**src/rtl/cgc_pkg.sv**
```systemverilog
package cgc_pkg;
  localparam int unsigned WORD_W    = 16;
  localparam int unsigned REQ_BIT   = 0;
  localparam int unsigned STAT_BIT  = 1;
  localparam int unsigned SPEN_BIT  = 3;
  localparam int unsigned SPARE_LSB = 4;
  localparam int unsigned SPARE_W   = 3;

  function automatic logic [WORD_W-1:0] rw_mask();
    logic [WORD_W-1:0] m;
    m = '0;
    m[REQ_BIT]  = 1'b1;
    m[SPEN_BIT] = 1'b1;
    for (int i = 0; i < SPARE_W; i++) m[SPARE_LSB+i] = 1'b1;
    return m;
  endfunction
endpackage

```
**src/rtl/cgc_regs.sv**
```systemverilog
module cgc_regs
  import cgc_pkg::*;
#(
  parameter int unsigned W = WORD_W
) (
  input  logic         clk_i,
  input  logic         rst_ni,
  input  logic         wr_en_i,
  input  logic [W-1:0] wdata_i,
  output logic [W-1:0] ctl_o
);
  localparam logic [W-1:0] MASK = W'(rw_mask());

  logic [W-1:0] ctl_q;

  always_ff @(posedge clk_i or negedge rst_ni) begin
    if (!rst_ni)      ctl_q <= '0;
    else if (wr_en_i) ctl_q <= wdata_i & MASK;
  end

  assign ctl_o = ctl_q;
endmodule

```
**src/rtl/cgc_gate.sv**
```systemverilog
module cgc_gate (
  input  logic clk_i,
  input  logic rst_ni,
  input  logic dis_req_i,
  input  logic spen_i,
  input  logic halt_i,
  input  logic idle_i,
  output logic clk_en_o,
  output logic stat_o
);
  logic stop_want;
  logic en_d, en_q, stat_q;

  assign stop_want = dis_req_i | (spen_i & halt_i);

  // gating waits for idle; re-enable is immediate
  always_comb begin
    if (en_q) en_d = ~(stop_want & idle_i);
    else      en_d = ~stop_want;
  end

  always_ff @(posedge clk_i or negedge rst_ni) begin
    if (!rst_ni) begin
      en_q   <= 1'b1;
      stat_q <= 1'b0;
    end else begin
      en_q   <= en_d;
      stat_q <= ~en_q;
    end
  end

  assign clk_en_o = en_q;
  assign stat_o   = stat_q;
endmodule

```
**src/rtl/clk_gate_ctrl.sv**
```systemverilog
module clk_gate_ctrl
  import cgc_pkg::*;
(
  input  logic              clk_i,
  input  logic              rst_ni,
  input  logic              wr_en_i,
  input  logic [WORD_W-1:0] wdata_i,
  output logic [WORD_W-1:0] rdata_o,
  input  logic              dbg_halt_i,
  input  logic              mod_idle_i,
  output logic              clk_en_o
);
  logic [WORD_W-1:0] ctl;
  logic              stat;

  cgc_regs #(.W(WORD_W)) i_regs (
    .clk_i   (clk_i),
    .rst_ni  (rst_ni),
    .wr_en_i (wr_en_i),
    .wdata_i (wdata_i),
    .ctl_o   (ctl)
  );

  cgc_gate i_gate (
    .clk_i     (clk_i),
    .rst_ni    (rst_ni),
    .dis_req_i (ctl[REQ_BIT]),
    .spen_i    (ctl[SPEN_BIT]),
    .halt_i    (dbg_halt_i),
    .idle_i    (mod_idle_i),
    .clk_en_o  (clk_en_o),
    .stat_o    (stat)
  );

  always_comb begin
    rdata_o           = ctl;
    rdata_o[STAT_BIT] = stat;
  end
endmodule

```
**config.mk**
```make
export PLATFORM = sky130hd
export DESIGN_NAME = clk_gate_ctrl
export DESIGN_NICKNAME = d
export VERILOG_FILES = /design/src/rtl/cgc_pkg.sv /design/src/rtl/cgc_regs.sv /design/src/rtl/cgc_gate.sv /design/src/rtl/clk_gate_ctrl.sv
export SDC_FILE = /design/constraint.sdc
export NUM_CORES = 1
export LEC_CHECK = 0
export BUFFER_PORTS_ARGS = -buffer_cell sky130_fd_sc_hd__buf_2
export CAP_MARGIN = 20
export CORE_AREA = 2 2 39 41
export CTS_CLUSTER_DIAMETER = 50
export DETAILED_ROUTE_END_ITERATION = 7
export DIE_AREA = 0 0 41 43
export PLACE_DENSITY = 0.76
export RECOVER_POWER = 50
export SYNTH_ARGS = -nofsm -noshare
export SYNTH_HDL_FRONTEND = slang
export SYNTH_SLANG_ARGS = --single-unit
```
**constraint.sdc**
```tcl
create_clock -name clk_i -period 0.85 [get_ports clk_i]
set_clock_uncertainty 0.1 [all_clocks]
set_input_delay 0.17 -clock clk_i [delete_from_list [all_inputs] [get_ports clk_i]]
set_output_delay 0.17 -clock clk_i [all_outputs]
set_load 0.01 [all_outputs]
```
After elaboration in Yosys (flattened, before gate mapping) --
Cells that the tools add are included.
Word-level totals: flip-flop bits (word level) 7, latch bits 0, memory bits (writable) 0, ROM bits 0, input port bits 21, output and inout bits 17, memories kept 0
Operators by class: add/sub/neg operators 0, $mul 0, divide/modulo/power cells 0, order comparisons 0, equality and inequality tests 0, shift operators 0, mux-type cells 1, bitwise operators 6, reduce and logical (&&, ||, !) cells 0
Operators with widths (number):
- 1-bit NOT | 3
- 1-bit bitwise AND | 2
- 1-bit 2-to-1 mux | 1
- 1-bit OR | 1

Depth between registers and ports, before layout --
Gate-level depths: netlist of run 1.
word-level depth 5, gate-level depth with buffers 2

Cells and area by module --
A second synthesis of run 1 with hierarchy kept.
Unflattened totals: cell total of the unflattened synthesis 28, area, all modules 346.6 um^2
Modules (own cells, without submodules):
- cgc_regs | instances 1, cells each 22, area each 267.8 um^2, seq. area each 125.1 um^2
- cgc_gate | instances 1, cells each 5, area each 71.3 um^2, seq. area each 51.3 um^2
- clk_gate_ctrl | instances 1, cells each 1, area each 7.5 um^2, seq. area each 0.0 um^2

Least setup slack after synthesis of run 1 --
No wires, ideal clock.
path kind reg-to-reg, start register i_gate.en_q (netlist: i_gate.clk_en_o), end register i_gate.en_q (netlist: i_gate.clk_en_o), setup time 0.079 ns, arrival time 0.702 ns, setup slack -0.031 ns, cell stages (with the launch flop) 3, period minus slack after synthesis 0.881 ns, cells stage by stage dfstp_2 -> inv_1 -> o21ai_0
Between the ends: longest elaborated chain between the ends 1
RTL lines:
- from (decl) | line cgc_gate.sv:12 | logic en_d, en_q, stat_q;
- from (signal assigned) | line cgc_gate.sv:27 | en_q <= en_d;
- 1-bit 2-to-1 mux | line cgc_gate.sv:18 | if (en_q) en_d = ~(stop_want & idle_i);
- net i_gate.en_d | line cgc_gate.sv:12
The timed path passes the listed nets, and every way through them passes these cells. A chain may end at the register's enable or synchronous reset.

Worst setup path after layout of run 1 --
start register i_gate.en_q (netlist: i_gate.clk_en_o), end output clk_en_o
RTL lines:
- to (decl) | line clk_gate_ctrl.sv:11 | output logic clk_en_o
No word-level cell between the ends.

==> impl_metrics.toml, run 1 <==
[yosys]
postSynthCellCount = 29
synth.distinct_cells = 8
yosys_warnings = 0
synth_seq_cells = 7
synth_area_um2 = 350
ys_seq_area_share_pct = 50.4
avgSynthCellArea_um2 = 12.1

[die]
dieArea_um2 = 1760
start_util_pct = 25.3
io_pins = 38
die_w_um = 41
num_rows = 14
core_um2 = 1380
dieHeight_um = 43

[critical_path]
crit_family = "flip-flops"
critPathArrivalTime_ns = 0.87
crit_path_end_kind = "output pin"
cpPeakStageDelay_ns = 0.53
cp_slowest_cell = "dfstp_2"
worstPathRequired_ns = 0.58
crit_buf_inv = 1
cp-start-kind = "flop"
cp.depth = 1
cp_max_fo = 2
reg2regPathDepth = 2
path_cells = "buf_6"
crit_type = "reg -> out"

[global_route]
grt_pass1_wl_um = 821
grt_max_degree = 8
grt_pass1_vias = 197
grt_overflow_total = 0
antenna_found_initial = 0
grt_util_all_layers_pct = 7.39

[cts]
htree_num_levels = 1
cts_hold_buf = 1
clockBufferDepth = 2
cts_tree = "built"
cts.clk_slew.worst_paths_ns = 0.05
clock_latency_ns = 0.25
cts_root_buf = "clkbuf_4"
cts_num_sinks = 7
numCtsBuffers = 3

[routing]
vias_per_cell = 3.64
drt-total-wl_um = 588
drtPass1Iterations = 1
drtIter0Drc = 0
drcViolationCount = 0
antenna_left = 0
dr_total_vias = 233
wl_per_cell_um = 9.19

[power_and_ir_drop]
power_uw = 878
vdd.ir_drop.worst_mv = 0.681
p_per_area_nw_per_um2 = 1900
power.leakage_uw = 0.000249

[sta]
hold_viol = 1
max_freq_ghz = 0.877
whs_ns = -0.0289
timing.final.ws_setup_ns = -0.290
drv_slew = 0
fin_crit_sh_pct = 134
rsz0062_at_grt = "yes"
final.min_clock_period_ns = 1.14
setup_viol = 11

[placed_design]
dp.cells = 57
portBuffers = 16
pre_cts_ws_ns = -0.0667
place_congestion = 0.647

[cells_and_area]
final_cells = 64
antenna_cells = 0
area_growth_pct = 31.8
drive_gt1_share_pct = 56.3
final_nets = 70
final_util_pct = 33.4

[hold_path]
hold_path.class = "in -> reg"
hold_depth = 2

[status]
violations = "negative hold slack, negative setup slack"
status = "finished with violations"

[job]
drv_cap = 0
## final timing paths
| kind | endpoint | slack (ns) | start |
|---|---|---|---|
| setup / recovery | clk_en_o | -0.29 | i_gate.clk_en_o$_DFF_PN1_ |
| hold / removal | i_gate.clk_en_o$_DFF_PN1_ | -0.03 | mod_idle_i |
| setup reg to reg | i_regs.ctl_o[0]$_DFFE_PN0P_ | -0.12 | i_regs.ctl_o[0]$_DFFE_PN0P_ |
| hold reg to reg | i_gate.stat_o$_DFF_PN0_ | 0.36 | i_gate.clk_en_o$_DFF_PN1_ |
| max in group asynchronous | i_gate.clk_en_o$_DFF_PN1_ | 0.09 | rst_ni |
| min in group asynchronous | i_regs.ctl_o[3]$_DFFE_PN0P_ | 0.24 | rst_ni |
## cell type report
type | instances | area, um^2
timing repair buffer | 19 | 124
fill | 149 | 922
inverter | 1 | 3.75
clock buffer | 3 | 22.5
clock inverter | 1 | 5.00
multi-input combinational | 17 | 110
tap | 16 | 20.0
sequential | 7 | 176
## cell usage after synthesis
library cell / instances / area share [%]
mux2_2: 5 / 16
dfrtp_1: 6 / 43
o21ai_0: 1 / 1.4
buf_4: 13 / 28
a21o_1: 1 / 2.1
dfstp_2: 1 / 7.5
conb_1: 1 / 1.1
inv_1: 1 / 1.1
## what timing repair did
action	in CTS	in global routing
gates resized for setup	3	2
endpoints found under the setup margin	11	12
setup buffers	2	0
hold endpoints to repair	8	1
## power breakdown
group	switching [uW]	internal, uW
Combinational	85.7	104
Clock	120	172
Sequential	20.4	376
## per-stage QoR
step / instance area, um^2 / setup TNS [ns]
2_1_floorplan: 384 / -0.0599
3_3_place_gp: 387 / -0.196
3_5_place_dp: 387 / -0.303
4_1_cts: 453 / -1.81
5_1_grt: 462 / -2.08
6_report: 462 / -1.68
## kinds of logic after synthesis
family	count (synthesis)	share of synthesized area, %
buffers and inverters	14	28.9
other	1	1.07
DFF	7	50.4
AOI/OAI and AO/OA	2	3.57
muxes	5	16.1
## placed cells by master (no fill, tap or decap), drive strengths merged
cell type / count
o21ai: 1
a21o: 1
clkinv: 1
buf: 17
dfstp: 1
mux2: 5
inv: 1
dlygate4sd3: 1
dfrtp: 6
conb: 10
clkbuf: 4
## sequential cells by signal, summed over array words and instances, names as in the netlist
name and flops:
i_gate.stat_o 1, i_gate.clk_en_o 1, i_regs.ctl_o 5
## metal layers
metal | GRT usage [%] | wire length, um | vias to the layer above
met4 | 2.00 | 0 | 0
met3 | 6.28 | 55 | 0
li1 | - | - | 108
met2 | 11.9 | 316 | 14
met1 | 6.60 | 216 | 111
met5 | 0 | 0 | -
Note: power is estimated with default switching activity, not from simulation.
==> run 2, diff against run 1 <==
--- a/config.mk
+++ b/config.mk
@@ -11,7 +11,7 @@
 export CTS_CLUSTER_DIAMETER = 50
 export DETAILED_ROUTE_END_ITERATION = 7
 export DIE_AREA = 0 0 41 43
-export PLACE_DENSITY = 0.76
+export PLACE_DENSITY = 0.73
 export RECOVER_POWER = 50
 export SYNTH_ARGS = -nofsm -noshare
 export SYNTH_HDL_FRONTEND = slang
==> constraint.sdc (replaced) <==
create_clock -name clk_i -period 1.3 [get_ports clk_i]
set_clock_uncertainty 0.1 [all_clocks]
set_input_delay 0.26 -clock clk_i [delete_from_list [all_inputs] [get_ports clk_i]]
set_output_delay 0.26 -clock clk_i [all_outputs]
set_load 0.01 [all_outputs]
==> run 2 against run 1 <==
Net effect:
- the flow now finishes without violations
- via count down 8.2%
- critical path depth unchanged
- final area down 8.7%
- clock power down 35%
- utilization down 2.9 points
- non-clock buffer count down 2
- global-route usage down 0.81 points
- sequential share of layout area up 3.6 points
- routed wire length down 6.6%
- power down 38%
- register-to-register slack better by 0.55 ns
- first-iteration DRC count unchanged
==> impl_metrics.toml, run 2 (synthesis gave the netlist of run 1 again) <==
[die]
start_util_pct = 25.3
io_pins = 38
core_um2 = 1380
num_rows = 14
die_w_um = 41
dieArea_um2 = 1760
dieHeight_um = 43

[cts]
ctsResizeCount = 0
cts_root_buf = "clkbuf_4"
clockBufferDepth = 2
clock_latency_ns = 0.24
cts.clk_slew.worst_paths_ns = 0.05
cts_hold_buf = 1
numCtsBuffers = 3
htree_num_levels = 1
post-cts-setup-buffers = 0
cts_tree = "built"
cts_num_sinks = 7

[cells_and_area]
final_cell_mix = "15 x buf_2, 10 x conb_1, 6 x dfrtp_1"
antenna_cells = 0
final_cells = 62
largest_reg_flops = 5
n_fill_cell = 144
final_common_cell = "buf_2"
area_growth_pct = 20.4
final_nets = 68
drive_gt1_share_pct = 52.2

[critical_path]
path_cells = "buf_2"
cp-start-kind = "flop"
critPathArrivalTime_ns = 0.88
crit_path_end_kind = "output pin"
crit_buf_inv = 1
crit_type = "reg -> out"
crit_family = "flip-flops"
worstPathRequired_ns = 0.94
cp_slowest_cell = "dfstp_2"
cp_max_fo = 2
cpPeakStageDelay_ns = 0.52

[status]
status = "finished clean"

[power_and_ir_drop]
seq_power_share_pct = 47.4
power_switching_uw = 135
power.leakage_uw = 0.000226
p_clk_share_pct = 35.0
p_int_uw = 407
pwr-share-comb_pct = 17.6
p_per_area_nw_per_um2 = 1290
swShare_pct = 24.9
vdd.ir_drop.worst_mv = 0.625

[global_route]
grt_max_degree = 8
grt_util_all_layers_pct = 6.58
grt_pass1_vias = 197
use_met2_pct = 10.6
grt_overflow_total = 0
grt_most_used_layer = "met2"
grt_pass1_wl_um = 717
gr-usage-met3_pct = 7.85
use_met1_pct = 5.28
antenna_found_initial = 0

[routing]
drtIter0Drc = 0
dr_total_vias = 214
drt-total-wl_um = 549
drcViolationCount = 0
vias_per_cell = 3.45
wl_per_cell_um = 8.85
antenna_left = 0
drtPass1Iterations = 1

[sta]
max_freq_ghz = 0.807
final.min_clock_period_ns = 1.24
tns_ns = 0
rsz0062_at_grt = "no"
whs_ns = 0.0629
drv_slew = 0
timing.final.ws_setup_ns = 0.0611
setup_viol = 0
hold_viol = 0
fin_crit_sh_pct = 95.3

[job]
drv_cap = 0

[placed_design]
pre_cts_ws_ns = 0.320
dp.cells = 57
dp_hpwl_um = 477
portBuffers = 16
place_congestion = 0.611

[hold_path]
hold_path.class = "in -> reg"
==> run 2: layout make-up <==
type / count / area (um^2) / share of cell area (%)
Clock buffer: 4 / 26.3 / 6.23
Timing Repair Buffer: 17 / 88.8 / 21.1
Inverter: 1 / 3.75 / 0.890
Multi-Input combinational cell: 17 / 106 / 25.2
Tap cell: 16 / 20.0 / 4.75
Sequential cell: 7 / 176 / 41.8
==> run 2: layer usage <==
metal  routed length (um)  vias up
li1                     -      104
met1                  210       98
met2                  283       12
met3                   55        0
met4                    0        0
met5                    0        -
==> run 2: power groups by stage <==
stage	registers [uW]	logic [uW]	clock network, uW
floorplan	268	78.4	0
global placement	260	92.5	0
detailed placement	261	95.5	0
CTS	258	97.8	203
global route	260	106	213
finish	257	95.5	190
==> run 2: stage by stage <==
step | utilization [%] | instance area (um^2) | power, uW
finish | 30.5 | 422 | 542
global route | 30.5 | 422 | 579
CTS | 30.6 | 423 | 558
detailed placement | 27.9 | 387 | 357
global placement | 27.9 | 387 | 352
floorplan | - | 384 | 346
==> run 2: path summary, 6_finish.rpt <==
path                                      startpoint                         to  slack [ns]  cells after the start
max reg2reg                i_gate.clk_en_o$_DFF_PN1_  i_gate.clk_en_o$_DFF_PN1_        0.43                      2
max in group asynchronous                     rst_ni  i_gate.clk_en_o$_DFF_PN1_        0.45                      2
min                                       mod_idle_i  i_gate.clk_en_o$_DFF_PN1_        0.06                      2
min reg2reg                i_gate.clk_en_o$_DFF_PN1_    i_gate.stat_o$_DFF_PN0_        0.36                      1
min in group asynchronous                     rst_ni    i_gate.stat_o$_DFF_PN0_        0.34                      2
max                        i_gate.clk_en_o$_DFF_PN1_                   clk_en_o        0.06                      1
